==> src/rtl/gsr_pkg.sv <==
package gsr_pkg;
  localparam int CRC_W    = 16;
  localparam logic [CRC_W-1:0] CRC_POLY = 16'h8408;
  localparam int CTL_W    = 8;
  // control bit positions decoded by the channel
  localparam int CB_READ  = 2;
  localparam int CB_CRCF  = 4;
  localparam int CB_ARM   = 6;
  localparam int CB_IRQEN = 7;

  function automatic logic [CRC_W-1:0] crc_step(input logic [CRC_W-1:0] c, input logic b);
    crc_step = (c >> 1) ^ (((c[0] ^ b) != 1'b0) ? CRC_POLY : '0);
  endfunction
endpackage

==> src/rtl/gsr_crc.sv <==
module gsr_crc
  import gsr_pkg::*;
(
  input  logic             clk,
  input  logic             rst_n,
  input  logic             sync_hit,
  input  logic             data_take,
  input  logic             bit_in,
  output logic [CRC_W-1:0] crc_q
);
  logic [CRC_W-1:0] crc_d;
  logic             crc_en;

  always_comb begin
    crc_en = sync_hit | data_take;
    if (sync_hit) crc_d = crc_step('0, 1'b1);
    else          crc_d = crc_step(crc_q, bit_in);
  end

  always_ff @(posedge clk or negedge rst_n)
    if (!rst_n)      crc_q <= '0;
    else if (crc_en) crc_q <= crc_d;


  sync_seed_chk: assert property (@(posedge clk) disable iff (!rst_n)
    sync_hit |=> crc_q == CRC_POLY);

  crc_hold_chk: assert property (@(posedge clk) disable iff (!rst_n)
    !sync_hit && !data_take |=> $stable(crc_q));
endmodule

==> src/rtl/gsr_deser.sv <==
module gsr_deser #(
  parameter int DATA_W = 8
) (
  input  logic              clk,
  input  logic              rst_n,
  input  logic              sync_hit,
  input  logic              data_take,
  input  logic              bit_in,
  output logic              byte_done,
  output logic [DATA_W-1:0] hold_q
);
  localparam int CW = (DATA_W > 1) ? $clog2(DATA_W) : 1;
  localparam logic [CW-1:0] LAST = CW'(DATA_W - 1);

  logic [CW-1:0]     cnt_q, cnt_d;
  logic [DATA_W-1:0] sr_q, sr_d;

  for (genvar g = 0; g < DATA_W; g++) begin : g_lane
    assign sr_d[g] = (data_take && cnt_q == CW'(g)) ? bit_in : sr_q[g];
  end

  always_comb begin
    byte_done = data_take && (cnt_q == LAST);
    cnt_d     = cnt_q;
    if (sync_hit)       cnt_d = '0;
    else if (byte_done) cnt_d = '0;
    else if (data_take) cnt_d = cnt_q + 1'b1;
  end

  always_ff @(posedge clk or negedge rst_n)
    if (!rst_n) begin
      cnt_q  <= '0;
      sr_q   <= '0;
      hold_q <= '0;
    end else begin
      if (sync_hit | data_take) cnt_q <= cnt_d;
      if (data_take)            sr_q  <= sr_d;
      if (byte_done)            hold_q <= sr_d;
    end


  sync_clears_cnt_chk: assert property (@(posedge clk) disable iff (!rst_n)
    sync_hit |=> cnt_q == '0);

  cnt_hold_chk: assert property (@(posedge clk) disable iff (!rst_n)
    !sync_hit && !data_take |=> $stable(cnt_q) && $stable(hold_q));
endmodule

==> src/rtl/gsr_ctrl.sv <==
module gsr_ctrl
  import gsr_pkg::*;
(
  input  logic             clk,
  input  logic             rst_n,
  input  logic             bit_tick,
  input  logic             bit_in,
  input  logic             ctrl_wr,
  input  logic [CTL_W-1:0] ctrl_data,
  input  logic             data_rd,
  input  logic             stat_rd,
  input  logic             byte_done,
  output logic             sync_hit,
  output logic             data_take,
  output logic             ready_q,
  output logic             irq_q
);
  logic read_en_q, crcf_q, arm_q, irqen_q, hunt_q;
  logic read_en_d, crcf_d, arm_d, irqen_d, hunt_d, ready_d, irq_d;
  logic take, hunt_on, ack, arm_rise;
  logic ctrl_unused;

  assign ctrl_unused = ^{ctrl_data[5], ctrl_data[3], ctrl_data[1:0]};

  always_comb begin
    take      = bit_tick & read_en_q;
    hunt_on   = hunt_q & ~crcf_q;
    sync_hit  = take & hunt_on & bit_in;
    data_take = take & ~hunt_on;
    ack       = data_rd | stat_rd;
    arm_rise  = ctrl_wr & ~arm_q & ctrl_data[CB_ARM];

    read_en_d = read_en_q;
    crcf_d    = crcf_q;
    arm_d     = arm_q;
    irqen_d   = irqen_q;
    if (ctrl_wr) begin
      read_en_d = ctrl_data[CB_READ];
      crcf_d    = ctrl_data[CB_CRCF];
      arm_d     = ctrl_data[CB_ARM];
      irqen_d   = ctrl_data[CB_IRQEN];
    end else if (byte_done) begin
      crcf_d    = 1'b0;
    end

    hunt_d = hunt_q;
    if (arm_rise)      hunt_d = 1'b1;
    else if (sync_hit) hunt_d = 1'b0;

    ready_d = ready_q;
    if (byte_done) ready_d = 1'b1;
    else if (ack)  ready_d = 1'b0;

    irq_d = irq_q;
    if (byte_done && irqen_q) irq_d = 1'b1;
    else if (ack || ctrl_wr)  irq_d = 1'b0;
  end

  always_ff @(posedge clk or negedge rst_n)
    if (!rst_n) begin
      read_en_q <= 1'b0;
      crcf_q    <= 1'b0;
      arm_q     <= 1'b0;
      irqen_q   <= 1'b0;
      hunt_q    <= 1'b0;
      ready_q   <= 1'b0;
      irq_q     <= 1'b0;
    end else begin
      read_en_q <= read_en_d;
      crcf_q    <= crcf_d;
      arm_q     <= arm_d;
      irqen_q   <= irqen_d;
      hunt_q    <= hunt_d;
      ready_q   <= ready_d;
      irq_q     <= irq_d;
    end


  ready_rise_chk: assert property (@(posedge clk) disable iff (!rst_n)
    $rose(ready_q) |-> $past(byte_done));

  irq_needs_ready_chk: assert property (@(posedge clk) disable iff (!rst_n)
    irq_q |-> ready_q);

  hunt_end_chk: assert property (@(posedge clk) disable iff (!rst_n)
    $fell(hunt_q) |-> $past(sync_hit));

  crcf_clear_chk: assert property (@(posedge clk) disable iff (!rst_n)
    byte_done && !ctrl_wr |=> !crcf_q);
endmodule

==> src/rtl/gap_sync_rx.sv <==
module gap_sync_rx
  import gsr_pkg::*;
#(
  parameter int DATA_W = 8
) (
  input  logic              clk,
  input  logic              rst_n,
  input  logic              bit_tick,
  input  logic              bit_in,
  input  logic              ctrl_wr,
  input  logic [7:0]        ctrl_data,
  input  logic              data_rd,
  input  logic              stat_rd,
  output logic [DATA_W-1:0] rx_data,
  output logic              byte_ready,
  output logic              crc_nonzero,
  output logic              irq
);
  logic [1:0]       rst_pipe;
  logic             rst_sync_n;
  logic             sync_hit, data_take, byte_done;
  logic [CRC_W-1:0] crc_q;

  always_ff @(posedge clk or negedge rst_n)
    if (!rst_n) rst_pipe <= 2'b00;
    else        rst_pipe <= {rst_pipe[0], 1'b1};
  assign rst_sync_n = rst_pipe[1];

  gsr_ctrl u_ctrl (
    .clk(clk), .rst_n(rst_sync_n), .bit_tick(bit_tick), .bit_in(bit_in),
    .ctrl_wr(ctrl_wr), .ctrl_data(ctrl_data), .data_rd(data_rd), .stat_rd(stat_rd),
    .byte_done(byte_done), .sync_hit(sync_hit), .data_take(data_take),
    .ready_q(byte_ready), .irq_q(irq)
  );

  gsr_deser #(.DATA_W(DATA_W)) u_deser (
    .clk(clk), .rst_n(rst_sync_n), .sync_hit(sync_hit), .data_take(data_take),
    .bit_in(bit_in), .byte_done(byte_done), .hold_q(rx_data)
  );

  gsr_crc u_crc (
    .clk(clk), .rst_n(rst_sync_n), .sync_hit(sync_hit), .data_take(data_take),
    .bit_in(bit_in), .crc_q(crc_q)
  );

  assign crc_nonzero = |crc_q;


  exclusive_take_chk: assert property (@(posedge clk) disable iff (!rst_sync_n)
    !(sync_hit && data_take));

  reset_state_chk: assert property (@(posedge clk) disable iff (!rst_sync_n)
    $rose(rst_sync_n) |-> !byte_ready && !irq && !crc_nonzero);
endmodule

==> config.mk <==
export PLATFORM = sky130hd
export DESIGN_NAME = gap_sync_rx
export DESIGN_NICKNAME = d
export VERILOG_FILES = /design/src/rtl/gsr_pkg.sv /design/src/rtl/gsr_crc.sv /design/src/rtl/gsr_deser.sv /design/src/rtl/gsr_ctrl.sv /design/src/rtl/gap_sync_rx.sv
export SDC_FILE = /design/constraint.sdc
export NUM_CORES = 1
export LEC_CHECK = 0
export CORE_MARGIN = 5
export CORE_UTILIZATION = 50
export DETAILED_ROUTE_END_ITERATION = 8
export PLACE_DENSITY = 0.74
export SYNTH_ARGS = -nofsm -noshare
export SYNTH_HDL_FRONTEND = slang
export SYNTH_SLANG_ARGS = --single-unit
==> constraint.sdc <==
create_clock -name clk -period 3.18 [get_ports clk]
set_input_delay 0.477 -clock clk [delete_from_list [all_inputs] [get_ports clk]]
set_output_delay 0.477 -clock clk [all_outputs]
set_load 0.02 [all_outputs]
* Yosys cells after proc, flatten, opt, wreduce, memory -nomap -nowiden
Index checks and enable logic that the tools add are counted.
W data, S select, Z words.
** Cells by class
- Muxes and demuxes :: 21
- Add/subtract/negate cells :: 1
- Bitwise gates (word level) :: 14
- Reductions and logical operators :: 18
- Eq/ne operators :: 7
** Operators by type and width (number)
- $mux W16 :: 2
- $mux W1 :: 16
- $reduce_or A16 Y1 :: 1
- $xor A15 B16 Y16 :: 1
- $eq A3 B3 Y1 const B :: 4
- $logic_and A1 B1 Y1 :: 9
- $mux W3 :: 3
- $reduce_bool A2 Y1 :: 4
- $and A1 B1 Y1 :: 7
- $eq A3 B2 Y1 const B :: 2
- $add A3 B1 Y3 const B :: 1
- $eq A3 B1 Y1 const B :: 1
- $logic_not A3 Y1 :: 1
- $not A1 Y1 :: 3
- $reduce_bool A3 Y1 :: 1
- $or A1 B1 Y1 :: 2
- $reduce_and A2 Y1 :: 1
- $logic_or A1 B1 Y1 :: 1
- $xor A1 B1 Y1 :: 1
** Word-level totals
- Output and inout bits :: 11
- Flip-flop bits (word level) :: 44
- Logic and storage cells :: 73

* Logic depth before layout (Yosys ltp)
- Depth in word-level cells :: 7
- Gate-level depth with buffers :: 5
- Gate-level depth less buffers :: 5

* Cells and area by module
Synthesis repeated with hierarchy kept, for this count alone.
** Unflattened totals
- Cells, all modules :: 174
- Area total of the unflattened synthesis :: 2035.7 sq um
** By module, submodules not included
- gsr_deser :: seq. area each 450.4 sq um, area each 938.4 sq um, instances 1, cells each 86
- gsr_crc :: seq. area each 400.4 sq um, area each 703.2 sq um, instances 1, cells each 55
- gsr_ctrl :: seq. area each 175.2 sq um, area each 309.0 sq um, instances 1, cells each 25
- gap_sync_rx :: seq. area each 50.0 sq um, area each 85.1 sq um, instances 1, cells each 8

* Worst setup path before layout
OpenSTA, ideal clock, no wires.
- Path type :: register -> register
- Start point :: reg u_deser.cnt_q[0]
- End point :: reg u_deser.hold_q[0]
- Slack :: 1.671 ns
- Buffers on the path :: 1
- Clock period less this slack :: 1.509 ns
- Stages on the path, launching flop included :: 6
- Library setup time :: 0.125 ns
- Arrival time :: 1.383 ns
- Cells stage by stage :: dfrtp_1 > ha_1 > ha_1 > nor3b_4 > buf_6 > mux2_4
** Between the ends
- Cells in the longest elaborated chain, start to end :: 3
- Elaborated cells between the ends (all ways) :: 5
- Those cells by class :: 1 x eq/ne; 1 x mux; 3 x reduce/logical
** RTL lines
- start, declared :: line gsr_deser.sv:15 : logic [CW-1:0] cnt_q, cnt_d;
- start signal, assigned :: line gsr_deser.sv:36 : if (sync_hit | data_take) cnt_q <= cnt_d;
- $logic_not A3 Y1 :: line gsr_deser.sv:19 : assign sr_d[g] = (data_take && cnt_q == CW'(g)) ? bit_in : sr_q[g];
- $logic_and A1 B1 Y1 :: line gsr_deser.sv:19
- $mux W1 :: line gsr_deser.sv:19
- end signal, assigned :: line gsr_deser.sv:38 : if (byte_done) hold_q <= sr_d;
- end, declared :: line gsr_deser.sv:10 : output logic [DATA_W-1:0] hold_q
Parallel ways exist; a longest one is shown, timed or not.
A chain may end at the register's enable or synchronous reset.

* Worst setup path after layout
- Start point :: reg u_crc.crc_q[4]
- End point :: out crc_nonzero
** Between the ends
- Cells in the longest elaborated chain, start to end :: 1
** RTL lines
- start, declared :: line gsr_crc.sv:9 : output logic [CRC_W-1:0] crc_q
- start signal, assigned :: line gsr_crc.sv:22 : else if (crc_en) crc_q <= crc_d;
- $reduce_or A16 Y1 :: line gap_sync_rx.sv:46 : assign crc_nonzero = |crc_q;
- end, declared :: line gap_sync_rx.sv:16 : output logic crc_nonzero,
Every way passes these cells.

==> out/metrics.csv <==
metric;value;unit
initial antenna violation count;0;
most frequent cells in the layout;dfrtp_1, clkdlybuf4s50_1, mux2_2;
drt initial violations;89;
Hold Vio Cnt, Final;0;
CTS H-tree lvls;2;
predominant post-synthesis flop cell;dfrtp_1;
TNS Setup;0;ps
Worst Hold Class;reg -> async;
Crit. Startpoint;u_crc.crc_q[4];
top post-synthesis cells by area;dfrtp_1, mux2_2, a22o_1;
Final min period;2190;ps
syn_nets;166;
TritonRoute pass-1 iters;4;
Vias/cell;5.574;
number of max-cap violations;0;
Layout area overhead;16.56;%
max frequency;456.6;MHz
Final Core Density;60.91;%
startpoint types;flop;
share of cells above drive strength 1;22.62;%
area leader, netlist;dfrtp_1;
Power Dens Cells;710.3;nW/um^2
flop-to-flop setup slack;1340;ps
Max transition margin;59.60;%
CTS tree;built;
CP Max Fanout;3;
area share of the leading cell type in the synthesized netlist;55.41;%
WL final;3305;um
Peak VDD IR;0.3954;mV
syn avg cell area;13.39;um^2
Lkg Pwr;1.034;nW
Die W;72.32;um
result of the run;completed;
Initial Utilization;52.26;%
Final Instance Area;2263;um^2
clk sink count;43;
worst setup path end;crc_nonzero;
FP Rows;22;
first-pass GRT wire length;5940;um
RSZ-0062 raised after global routing;false;
DIE AREA;5230;um^2
Synth Register Bits;43;
Post-Syn Instances;145;
Post-synth EDFFs;0;
Slew Viols, Final;0;
Worst Clk Skew;1.791;ps
dpl cell area;2176;um^2
CTS Buf Count;5;
total grt overflow;0;
share of flip-flops with an asynchronous set or reset;100.0;%
depth of the worst register-to-register path;5;
CP max stage delay;560;ps
Layout Cells excl Fill;216;
CP required;2700;ps
Layout Nets;189;
antenna diode count;0;
CTS clk-pin slew, worst paths;70;ps
setup violators final;0;
largest net degree at the start of global routing;42;
post-DP HPWL;2298;um
Crit Reg-Reg Startpoint;u_deser.cnt_q[0];
Power, Total;1.608;mW
post-CTS sizing;0;
Ports;26;
pre-CTS setup slack;906.0;ps
fin crit share;68.87;%
FF-to-FF End;u_deser.hold_q[2];
Clk Latency, worst-skew pair;290;ps
crit path cell chain;nor4_1 -> nand4_1 -> clkdlybuf4s50_1;
Hold Slack;300.2;ps
WL per Instance;15.30;um
Worst path slowest cell;clkdlybuf4s50_1;
mapped cell area;1942;um^2
IO Port Bufs;21;
Post-CTS Hold Fix Bufs;0;
Cells after DPL;209;
post-synth cell types;32;
drc violations;0;
kind of critical path;reg -> out;
Slew @ Worst Pin;605.3;ps
Tot GR Track Use;14.74;%
multi-input logic area;792.0;um^2
placer's final routability congestion estimate;0.7594;
sequential fraction of the synthesis area;55.41;%
core area;3716;um^2
via count of the routed design;1204;
Die Span Y;72.32;um
final worst setup slack;990.1;ps
Sequential Area;1076;um^2
post-route ant nets;0;
postcts setup bufs;0;
vias in the first global route;1263;
Root Driver;clkbuf_8;
crit path DAT;1710;ps
commonest non-fill, non-tap cell in the layout;dfrtp_1;
Synthesis Warnings;0;
Layout fillers;303;
clock buffer depth;2;
crit path capture type;output pin;
## synthesized netlist by cell type (2+ instances only)
| cell type | n |
|---|---|
| a21o_1 | 2 |
| a22o_1 | 14 |
| a2bb2oi_1 | 2 |
| buf_2 | 2 |
| buf_4 | 2 |
| buf_6 | 2 |
| dfrtp_1 | 43 |
| ha_1 | 6 |
| inv_1 | 6 |
| mux2_2 | 18 |
| mux2_4 | 7 |
| nand2_1 | 6 |
| nand2b_1 | 3 |
| nor3_1 | 7 |
| nor4_1 | 4 |
| o21ai_0 | 4 |
| xnor2_1 | 2 |
## layout make-up
class                           count  share of cell area (%)
Clock buffer                        6                   3.648
Timing Repair Buffer               23                   9.950
Sequential cell                    43                   47.54
Multi-Input combinational cell     89                   34.99
Inverter                            6                  0.9950
Clock inverter                      1                  0.2211
Tap cell                           48                   2.653
## power breakdown
group | switching [mW] | internal (mW) | leakage (nW)
logic | 0.189 | 0.266 | 0.436
clock network | 0.168 | 0.170 | 0.0470
registers | 0.116 | 0.699 | 0.551
## sequential cells by signal, indices dropped and copies added, names as in the netlist
| name | flops |
|---|---|
| u_crc.crc_q | 16 |
| u_ctrl.irqen_q | 1 |
| u_ctrl.read_en_q | 1 |
| u_ctrl.crcf_q | 1 |
| u_deser.sr_q | 7 |
| u_deser.hold_q | 8 |
| u_deser.cnt_q | 3 |
| rst_pipe | 2 |
| u_ctrl.irq_q | 1 |
| u_ctrl.hunt_q | 1 |
| u_ctrl.ready_q | 1 |
| u_ctrl.arm_q | 1 |
## layer usage
metal | up-vias | global-route usage, % | share of wire (%) | wire [um]
met5 | - | 0 | 0 | 0
met4 | 0 | 7.516 | 2.4 | 78
met3 | 8 | 3.186 | 3.0 | 99
met2 | 16 | 23.86 | 50 | 1655
met1 | 613 | 18.51 | 45 | 1471
li1 | 567 | - | - | -
## worst min-delay path by stage
| stage | startpoint | end | slack, ps | cells after the start |
|---|---|---|---|---|
| finish | rst_pipe[1] | u_crc.crc_q[13] | 300 | 1 |
| global placement | rst_pipe[1] | u_deser.sr_q[0] | 320 | 1 |
| floorplan | rst_n | rst_pipe[0] | 180 | 0 |
| detailed placement | rst_pipe[1] | u_crc.crc_q[13] | 330 | 1 |
| CTS | rst_n | rst_pipe[1] | 330 | 1 |
| global route | rst_n | rst_pipe[1] | 350 | 1 |
## worst max-delay path, delay by kind of cell, from the launching register on
kind	cells	cell delay (ps)
flip-flops	1	410
AND/OR/NAND/NOR	2	450
buffers and inverters	1	560
## logic make-up after synthesis
family                   Yosys count  share of synthesized area [%]
multiplexers                      25                          15.85
AO/OA/AOI/OAI                     26                          10.70
other                              1                         0.1931
AND/OR/NAND/NOR                   28                          8.828
adder cells (fa/ha/maj)            6                          3.866
buffers and inverters             13                          3.801
flip-flops                        43                          55.41
XOR/XNOR                           3                          1.353
No activity file was read; power rests on OpenSTA's default activity.
